`src/rtl/cum_shift_fmt.sv`:
```
module cum_shift_fmt #(
  parameter int IN_W  = 24,
  parameter int OUT_W = 9,
  parameter int SH_W  = 4
) (
  input  logic             clk,
  input  logic             rst_n,
  input  logic             sweep_start,
  input  logic             in_valid,
  input  logic [IN_W-1:0]  in_data,
  input  logic             eq_en,
  input  logic             sat_en,
  input  logic [SH_W-1:0]  shift,
  output logic             out_valid,
  output logic [OUT_W-1:0] out_data
);
  localparam logic [IN_W-1:0]  SUM_MAX = '1;
  localparam logic [OUT_W-1:0] ALL_ONE = '1;

  logic [IN_W-1:0] acc_q;
  logic [IN_W-1:0] base;
  logic [IN_W:0]   raw_sum;
  logic [IN_W-1:0] sum_nxt;
  logic [IN_W-1:0] sel_val;
  logic [IN_W-1:0] win;
  logic            ovf;
  logic [OUT_W-1:0] fmt;

  assign base    = sweep_start ? '0 : acc_q;
  assign raw_sum = {1'b0, base} + {1'b0, in_data};
  assign sum_nxt = raw_sum[IN_W] ? SUM_MAX : raw_sum[IN_W-1:0];
  assign sel_val = eq_en ? sum_nxt : in_data;
  assign win     = sel_val >> shift;
  assign ovf     = |win[IN_W-1:OUT_W];
  assign fmt     = (sat_en && ovf) ? ALL_ONE : win[OUT_W-1:0];

  always_ff @(posedge clk) begin
    if (!rst_n) begin
      acc_q     <= '0;
      out_valid <= 1'b0;
      out_data  <= '0;
    end else begin
      out_valid <= in_valid;
      if (in_valid) begin
        acc_q    <= sum_nxt;
        out_data <= fmt;
      end else if (sweep_start) begin
        acc_q <= '0;
      end
    end
  end

  a_r2_valid_on: assert property (@(posedge clk) disable iff (!rst_n)
    in_valid |=> out_valid);
  a_r2_valid_off: assert property (@(posedge clk) disable iff (!rst_n)
    !in_valid |=> !out_valid);
  a_r4_clamp: assert property (@(posedge clk) disable iff (!rst_n)
    (in_valid && sat_en && ovf) |=> (out_data == ALL_ONE));
  a_r8_hold_out: assert property (@(posedge clk) disable iff (!rst_n)
    (!in_valid && !sweep_start) |=> ($stable(out_data) && $stable(acc_q)));
  a_r7_monotone: assert property (@(posedge clk) disable iff (!rst_n)
    (in_valid && !sweep_start) |=> (acc_q >= $past(acc_q)));
  a_r9_top_window: assert property (@(posedge clk) disable iff (!rst_n)
    (shift == SH_W'(15) && IN_W == 24 && OUT_W == 9) |-> !ovf);
endmodule

```
`config.mk`:
```
export PLATFORM = sky130hd
export DESIGN_NAME = cum_shift_fmt
export DESIGN_NICKNAME = d
export VERILOG_FILES = /design/src/rtl/cum_shift_fmt.sv
export SDC_FILE = /design/constraint.sdc
export NUM_CORES = 1
export LEC_CHECK = 0
export BUFFER_PORTS_ARGS = -buffer_cell sky130_fd_sc_hd__buf_2
export CAP_MARGIN = 20
export CELL_PAD_IN_SITES_DETAIL_PLACEMENT = 2
export CELL_PAD_IN_SITES_GLOBAL_PLACEMENT = 2
export CORE_UTILIZATION = 35
export CTS_BUF_LIST = sky130_fd_sc_hd__clkbuf_16
export DETAILED_ROUTE_END_ITERATION = 10
export PLACE_DENSITY_LB_ADDON = 0.2
export SLEW_MARGIN = 0
export SYNTH_ARGS = -nofsm -noshare
export SYNTH_HDL_FRONTEND = slang
export SYNTH_SLANG_ARGS = --single-unit
```
`constraint.sdc`:
```
create_clock -name clk -period 4.7 [get_ports clk]
set_input_delay 0.47 -clock clk [delete_from_list [all_inputs] [get_ports clk]]
set_output_delay 0.47 -clock clk [all_outputs]
set_load 0.005 [all_outputs]
```
### Word-level counts from Yosys, hierarchy flattened

Index checks and enable logic that the tools add are counted.
W data, S select, Z words.

* output and inout bits: 10
* logic and storage cells: 12
* register bits: 34
* input bits: 34

* reductions and logical operators: 2
* $add $sub $neg: 1
* shift operators: 1
* muxes and demuxes: 5

Operators with widths (number)
* $mux W24: 4
* $add A24 B24 Y25: 1
* $shr A24 B4 Y24: 1
* $reduce_or A15 Y1: 1
* $mux W9: 1
* $logic_and A1 B1 Y1: 1

### Longest topological paths before layout

Gate-level depths: netlist of run 1.

* depth after elaboration: 8
* gate-level depth with buffers: 17
* gate-level depth less buffers: 14

### Least setup slack after synthesis of run 1

No wires, ideal clock.

* path kind: input to register
* from: in sweep_start
* to: reg out_data[2]
* setup time: 0.128 ns
* path buffers: 3
* required time: 4.572 ns
* arrival: 3.798 ns
* stages: 17
* path slack: 0.774 ns
* cells stage by stage: clkbuf_1 nor2b_1 ha_1 fa_1 a211oi_2 o211ai_2 a21oi_4 o211a_4 buf_6 nand2_4 o221a_4 a211oi_2 o211ai_1 a211o_1 buf_6 a22oi_1 o31ai_1

* word-level cells in the longest chain between the ends: 8

RTL lines
* from (decl): line 8 `input logic sweep_start,`
* $mux W24 (*)
* $add A24 B24 Y25 (*): line 30 `assign raw_sum = {1'b0, base} + {1'b0, in_data};`
* $mux W24 (*): line 31 `assign sum_nxt = raw_sum[IN_W] ? SUM_MAX : raw_sum[IN_W-1:0];`
* $mux W24 (*): line 32 `assign sel_val = eq_en ? sum_nxt : in_data;`
* $shr A24 B4 Y24 (*): line 33 `assign win = sel_val >> shift;`
* $reduce_or A15 Y1: line 34 `assign ovf = |win[IN_W-1:OUT_W];`
* $logic_and A1 B1 Y1: line 35 `assign fmt = (sat_en && ovf) ? ALL_ONE : win[OUT_W-1:0];`
* $mux W9 (*): line 35
* to (signal assigned): line 46 `out_data <= fmt;`
* to (decl): line 15 `output logic [OUT_W-1:0] out_data`

Every way passes the cells marked *; elsewhere a longest branch is shown, timed or not.
A chain may end at the register's enable or synchronous reset.

### Worst setup path after layout of run 1

Ends and elaborated chain as after synthesis.

==> metrics.md, run 1 <==
| Metric | Value |
|---|---|
| H-tree levels | 2 |
| CTS tree | built |
| Io pins | 44 |
| Dpl hpwl | 14.56 mm |
| Maxcap violations | 0 |
| Overall Global Routing Usage | 29.00% |
| Register area share after synthesis | 14.77% |
| Crit. End Element | flip-flop |
| Drt pass-1 iters | 4 |
| Rows | 41 |
| Final hold violation count | 0 |
| Clk Latency, worst-skew pair | 300 ps |
| Fmax | 0.2248 GHz |
| GR Overflow Total | 0 |
| Reg2reg setup slack | 410 ps |
| Startpoint types | input port |
| Critical setup path kind | input port to flip-flop |
| Core area | 12720 um2 |
| Area leader, netlist | dfxtp_1 |
| Die X | 116.8 um |
| Top post-synthesis cells by area | dfxtp_1 15%, ha_1 6.5%, nor2_1 5.8% |
| Initial antenna violation count | 0 |
| Pre-CTS setup slack | 26.03 ps |
| Count of cell types in the netlist | 88 |
| Fill cell count | 1546 |
| Final core utilization | 39.52% |
| Share of layout cells above drive strength 1 | 16.77% |
| Post-synth ARST share | 0% |
| Syn Nets | 673 |
| Setup TNS | 0 ps |
| Skew final | 5.893 ps |
| Max-slew violations | 0 |
| Final RePlAce weighted congestion | 0.8721 |
| TritonCTS Buffers | 5 |
| Routed vias/inst | 6.312 |
| CP Data Required Time | 4880 ps |
| Number of global-route vias before repair | 5312 |
| Leak | 2.024 nW |
| #FFs+latches synth | 34 |
| Die ar. | 13630 um2 |
| PwrDens | 256.6 nW/um2 |
| Post-CTS setup buffers | 0 |
| Hold-fix buffers, CTS | 0 |
| Iteration-0 DRC Markers | 304 |
| Nets | 684 |
| Buffers added on ports | 43 |
| Synthesized area | 4609 um2 |
| Yosys warns | 0 |
| IR drop worst, VDD | 0.0001157 V |
| Top cell type's share of synthesized area | 14.77% |
| Period minus WS final | 4448 ps |
| Initial core utilization | 36.23% |
| Syn Area/Cell | 7.507 um2 |
| Clock Path Buffers | 2 |
| Crit Path Max Fanout | 20 |
| Period utilisation layout | 94.64% |
| Final WL | 18.71 mm |
| Synth-to-layout area growth | 9.066% |
| Final worst setup slack | 251.8 ps |
| DR DRC count | 0 |
| Clk root buf | clkbuf_16 |
| Post-synth EDFFs | 0 |
| Endpoints failing setup | 0 |
| Worst EP arrival | 4630 ps |
| Antenna diodes | 0 |
| Hold WS | 640.8 ps |
| Total power | 1.290 mW |
| Reg clk slew, reported paths | 60 ps |
| Slew at the pin closest to its max-slew limit | 1025 ps |
| Die H | 116.8 um |
| DRT antenna net count | 0 |
| Gate Count Post-Synth | 614 |
| Slew margin rel. | 31.64% |
| Ys flop type | dfxtp_1 |
| Post-cts resize count | 0 |
| DR WL/cell | 23.45 um |
| Status | finished clean |
| Vias post-DR | 5037 |
| CTS sink count | 34 |
| Hold Crit Class | flip-flop to flip-flop |
| Largest net degree at the start of global routing | 58 |
| First-pass GRT wire length | 29.79 mm |
| RSZ-0062 raised after global routing | false |
-- stage by stage --
stage	std cells	area (um2)
2_1_floorplan	614	4609
3_3_place_gp	790	4886
3_5_place_dp	790	4886
4_1_cts	798	5027
5_1_grt	798	5027
6_report	798	5027
-- synthesized netlist by cell type (all sizes together), types with 8 or more instances --
| library cell | number |
|---|---|
| a211oi | 15 |
| a21oi | 39 |
| a22oi | 9 |
| a31oi | 11 |
| buf | 19 |
| clkbuf | 27 |
| dfxtp | 34 |
| ha | 24 |
| inv | 12 |
| mux2i | 15 |
| nand2 | 43 |
| nor2 | 74 |
| nor2b | 27 |
| nor3 | 21 |
| o211a | 9 |
| o211ai | 14 |
| o21a | 9 |
| o21ai | 51 |
| o221a | 8 |
| o31ai | 15 |
| xnor2 | 10 |
-- worst max-delay path, cell delays in order --
cell      delay [ps]
buf_2            280
nor2b_1          120
ha_1             240
fa_1             450
a211oi_2         380
o211ai_2         180
a21oi_4          320
o211a_4          440
nand2_4          120
o22ai_1          330
mux2i_1          220
o21a_1           250
mux4_2           490
a22oi_1          210
o31ai_1           90
-- registers in the layout, summed over array words and instances (netlist names) --
register / cells
acc_q: 24
out_data: 9
out_valid: 1
-- cells in the final DEF, fill, tap and decap left out, types with 6 or more instances in the layout --
master	instances
o21ai_1	12
mux2i_1	15
o31ai_1	14
dfxtp_1	34
o21a_1	9
ha_1	24
buf_2	43
a211oi_1	11
o211a_1	8
a21oi_1	37
nor2_1	71
nand2_1	42
o211ai_1	10
a31oi_1	11
nor4_1	7
a21o_1	7
nand4_1	6
xnor2_1	10
nor3_1	21
a22oi_1	9
nor2b_1	27
o21ai_0	39
o221a_2	6
inv_1	11
nand3_1	6
buf_4	7
mux4_2	7
-- cell families (layout without fill, tap and decap cells) --
group                    count (synthesis)  after routing  share of synthesized area [%]
AO/OA/AOI/OAI                          240            240                          39.03
AND/OR/NAND/NOR                        217            217                          23.70
buffers and inverters                   59             71                          5.537
flip-flops                              34             34                          14.77
adder cells (fa/ha/maj)                 25             25                          6.949
multiplexers                            24             24                          7.166
XOR/XNOR                                15             15                          2.850
-- path summary, 6_finish.rpt --
path | startpoint | to | cells after the start
hold reg to reg | acc_q[11] | acc_q[11] | 3
hold / removal | acc_q[11] | acc_q[11] | 3
setup reg to reg | acc_q[0] | out_data[2] | 14
setup / recovery | sweep_start | out_data[2] | 15
-- routing by layer --
| metal | part of all wire (%) | wire length [um] | up-vias | track usage, % |
|---|---|---|---|---|
| li1 | - | - | 2369 | - |
| met1 | 46 | 8644 | 2537 | 37.80 |
| met2 | 48 | 8967 | 103 | 49.03 |
| met3 | 3.6 | 667 | 28 | 4.307 |
| met4 | 2.3 | 430 | 0 | 9.283 |
| met5 | 0 | 0 | - | 0 |
-- area by class of cell --
class	instances	area [um2]	area share (%)
Inverter	13	48.80	0.9706
Sequential cell	34	680.7	13.54
Clock buffer	5	125.1	2.489
Clock inverter	3	16.27	0.3235
Tap cell	172	215.2	4.281
Timing Repair Buffer	50	267.8	5.326
Multi-Input combinational cell	521	3674	73.07
-- where the power goes --
group	total [mW]	leakage [nW]	internal (mW)	switching, mW
Sequential	0.330	0.283	0.321	0.00985
Combinational	0.610	1.67	0.229	0.381
Clock	0.350	0.0672	0.194	0.156
(Power assumes the default switching activity.)
==> inputs of run 2 (changes only) <==
CORE_MARGIN = 1.5   (was default)
==> run 2 against run 1 <==
Compared with the run above: power decreased by 0.86%; utilization increased by 0.12 points; cell count up 0.25%; clock skew is 1.0 ps higher; highest routed layer unchanged.
==> metrics.md, run 2 (same netlist as run 1, synthesis figures left out) <==
| Metric | Value |
|---|---|
| Clk Latency, worst-skew pair | 300 ps (about the same) |
| Setup TNS | 0 ps (unchanged) |
| R2R cell count | 14 (unchanged) |
| Routed vias/inst | 6.250 (-0.98%) |
| RR Endpoint | out_data[2] |
| Overall Global Routing Usage | 26.85% (-2.1 points) |
| Final WL | 18.32 mm (-2.1%) |
| Sequential Power Share | 25.8% (+0.2 points) |
| Status | finished clean |
| Max-slew violations | 0 (unchanged) |
| DR WL/cell | 22.90 um (-2.3%) |
| Crit Path Max Fanout | 20 (unchanged) |
| Initial antenna violation count | 0 (unchanged) |
| Number of global-route vias before repair | 5315 (+0.056%) |
| Rows | 41 (unchanged) |
| PwrDens | 253.6 nW/um2 (-1.2%) |
| Max reg flops | 24 (unchanged) |
| CTS tree | built |
| Drt pass-1 iters | 4 (unchanged) |
| Die X | 117.8 um (+0.86%) |
| First-pass GRT wire length | 29.55 mm (-0.84%) |
| Slew at the pin closest to its max-slew limit | 662.1 ps (-363.3 ps) |
| Post-cts resize count | 0 (unchanged) |
| Final hold violation count | 0 (unchanged) |
| Period utilisation layout | 90.79% (-3.9 points) |
| Slew margin rel. | 55.77% (+24 points) |
| Vias post-DR | 5000 (-0.73%) |
| Skew final | 6.889 ps (+0.9954 ps) |
| Comb power frac | 47.2% (about the same) |
| H-tree levels | 2 (unchanged) |
| Core area | 12720 um2 (unchanged) |
| Hold WS | 620.3 ps (-20.50 ps) |
| Reg clk slew, reported paths | 60 ps (about the same) |
| Psw | 534.8 uW (-2.2%) |
| Largest net degree at the start of global routing | 47 (-19%) |
| Largest regs | acc_q (24), out_data (9), out_valid (1) |
| Clock Path Buffers | 2 (unchanged) |
| Largest Register | acc_q |
| Synth-to-layout area growth | 9.392% |
| Die H | 117.8 um (+0.86%) |
| Hold Crit Class | flip-flop to flip-flop |
| Cell count after placement | 792 (+0.25%) |
| Nets | 686 (+0.29%) |
| CP Data Required Time | 4890 ps (about the same) |
| Buffers added on ports | 43 (unchanged) |
| Die ar. | 13870 um2 (+1.7%) |
| Reg2reg setup slack | 520 ps (+110 ps) |
| Final worst setup slack | 432.9 ps (+181.2 ps) |
| Endpoints failing setup | 0 (unchanged) |
| Startpoint types | input port |
| P_int | 744.1 uW (about the same) |
| RSZ-0062 raised after global routing | false |
| Commonest non-fill, non-tap cell in the layout | nor2_1 |
| DRT antenna net count | 0 (unchanged) |
| Worst EP arrival | 4450 ps (-180 ps) |
| DR DRC count | 0 (unchanged) |
| Antenna diodes | 0 (unchanged) |
| Most frequent cells in the layout | 71 x nor2_1, 43 x buf_2, 42 x nand2_1 |
| Crit. End Element | flip-flop |
| Fmax | 0.2344 GHz (+4.2%) |
| IR drop worst, VDD | 0.0001246 V (+7.7%) |
| Final std cells w/o fill | 800 (+0.25%) |
| Clk root buf | clkbuf_16 |
| Leak | 2.034 nW (+0.47%) |
| CTS sink count | 34 (unchanged) |
| Maxcap violations | 0 (unchanged) |
| Dpl hpwl | 14.58 mm (+0.14%) |
| Io pins | 44 (unchanged) |
| Share of layout cells above drive strength 1 | 17.04% (+0.27 points) |
| Hold path startpoint | acc_q[11] |
| Critical setup path kind | input port to flip-flop |
| Worst r2r src | acc_q[0] |
| Clock share of power | 26.9% (-0.2 points) |
| WHS Endpoint | acc_q[11] |
| Sw Share | 41.82% (-0.55 points) |
| Iteration-0 DRC Markers | 216 (-29%) |
| Initial core utilization | 36.23% (unchanged) |
| Pre-CTS setup slack | 135.7 ps (+109.7 ps) |
| GR Overflow Total | 0 (unchanged) |
| TritonCTS Buffers | 5 (unchanged) |
| Hold-fix buffers, CTS | 0 (unchanged) |
| Period minus WS final | 4267 ps (-181.2 ps) |
| Final RePlAce weighted congestion | 0.8530 (-2.2%) |
| Post-CTS setup buffers | 0 (unchanged) |
| Min-Delay Path Depth | 3 (unchanged) |
| Final core utilization | 39.63% (+0.12 points) |
==> run 2: layout make-up <==
cell class              instances  area [um2]
clock buffers                   5       125.1
clock inverters                 3       16.27
fillers                      1565        7680
inverters                      13       48.80
multi-input cells             521        3674
flip-flops and latches         34       680.7
well taps                     172       215.2
repair buffers                 52       282.8
==> run 2: routing by layer <==
layer	GRT usage (%)	vias up	routed length, um	share of wire, %
met2	45.61	116	8704	48
met3	4.070	33	740	4.0
met4	8.918	0	507	2.8
li1	-	2372	-	-
met1	34.69	2479	8369	46
met5	0	-	0	0
==> run 2: critical path, stage by stage <==
cell and delay [ps]:
buf_2 230, nor2b_1 120, ha_1 240, fa_1 460, a211oi_2 350, o211ai_2 180, a21oi_4 320, o211a_4 440
nand2_4 130, o22ai_1 300, mux2i_1 190, o21a_1 240, mux4_2 490, a22oi_1 190, o31ai_1 90
==> run 2: how the worst max path moves through the flow <==
stage,startpoint,to,slack [ps]
after floorplan,sweep_start,out_data[2],770
after global placement,sweep_start,out_data[2],230
after detailed placement,sweep_start,out_data[2],140
after CTS,sweep_start,out_data[2],440
after global routing,sweep_start,out_data[2],190
final,sweep_start,out_data[2],430
==> run 2: power groups by stage <==
stage | clock (mW) | sequential (mW) | combinational, mW
after global placement | 0 | 0.335 | 0.576
after CTS | 0.351 | 0.330 | 0.602
final | 0.345 | 0.330 | 0.604
after detailed placement | 0 | 0.337 | 0.597
after floorplan | 0 | 0.337 | 0.414
after global routing | 0.361 | 0.333 | 0.661
==> run 2: metrics by stage <==
stage	instance area, um2	power (mW)
after CTS	5042	1.283
after floorplan	4609	0.7505
after global placement	4901	0.9113
after detailed placement	4901	0.9336
after global routing	5042	1.355
final	5042	1.279
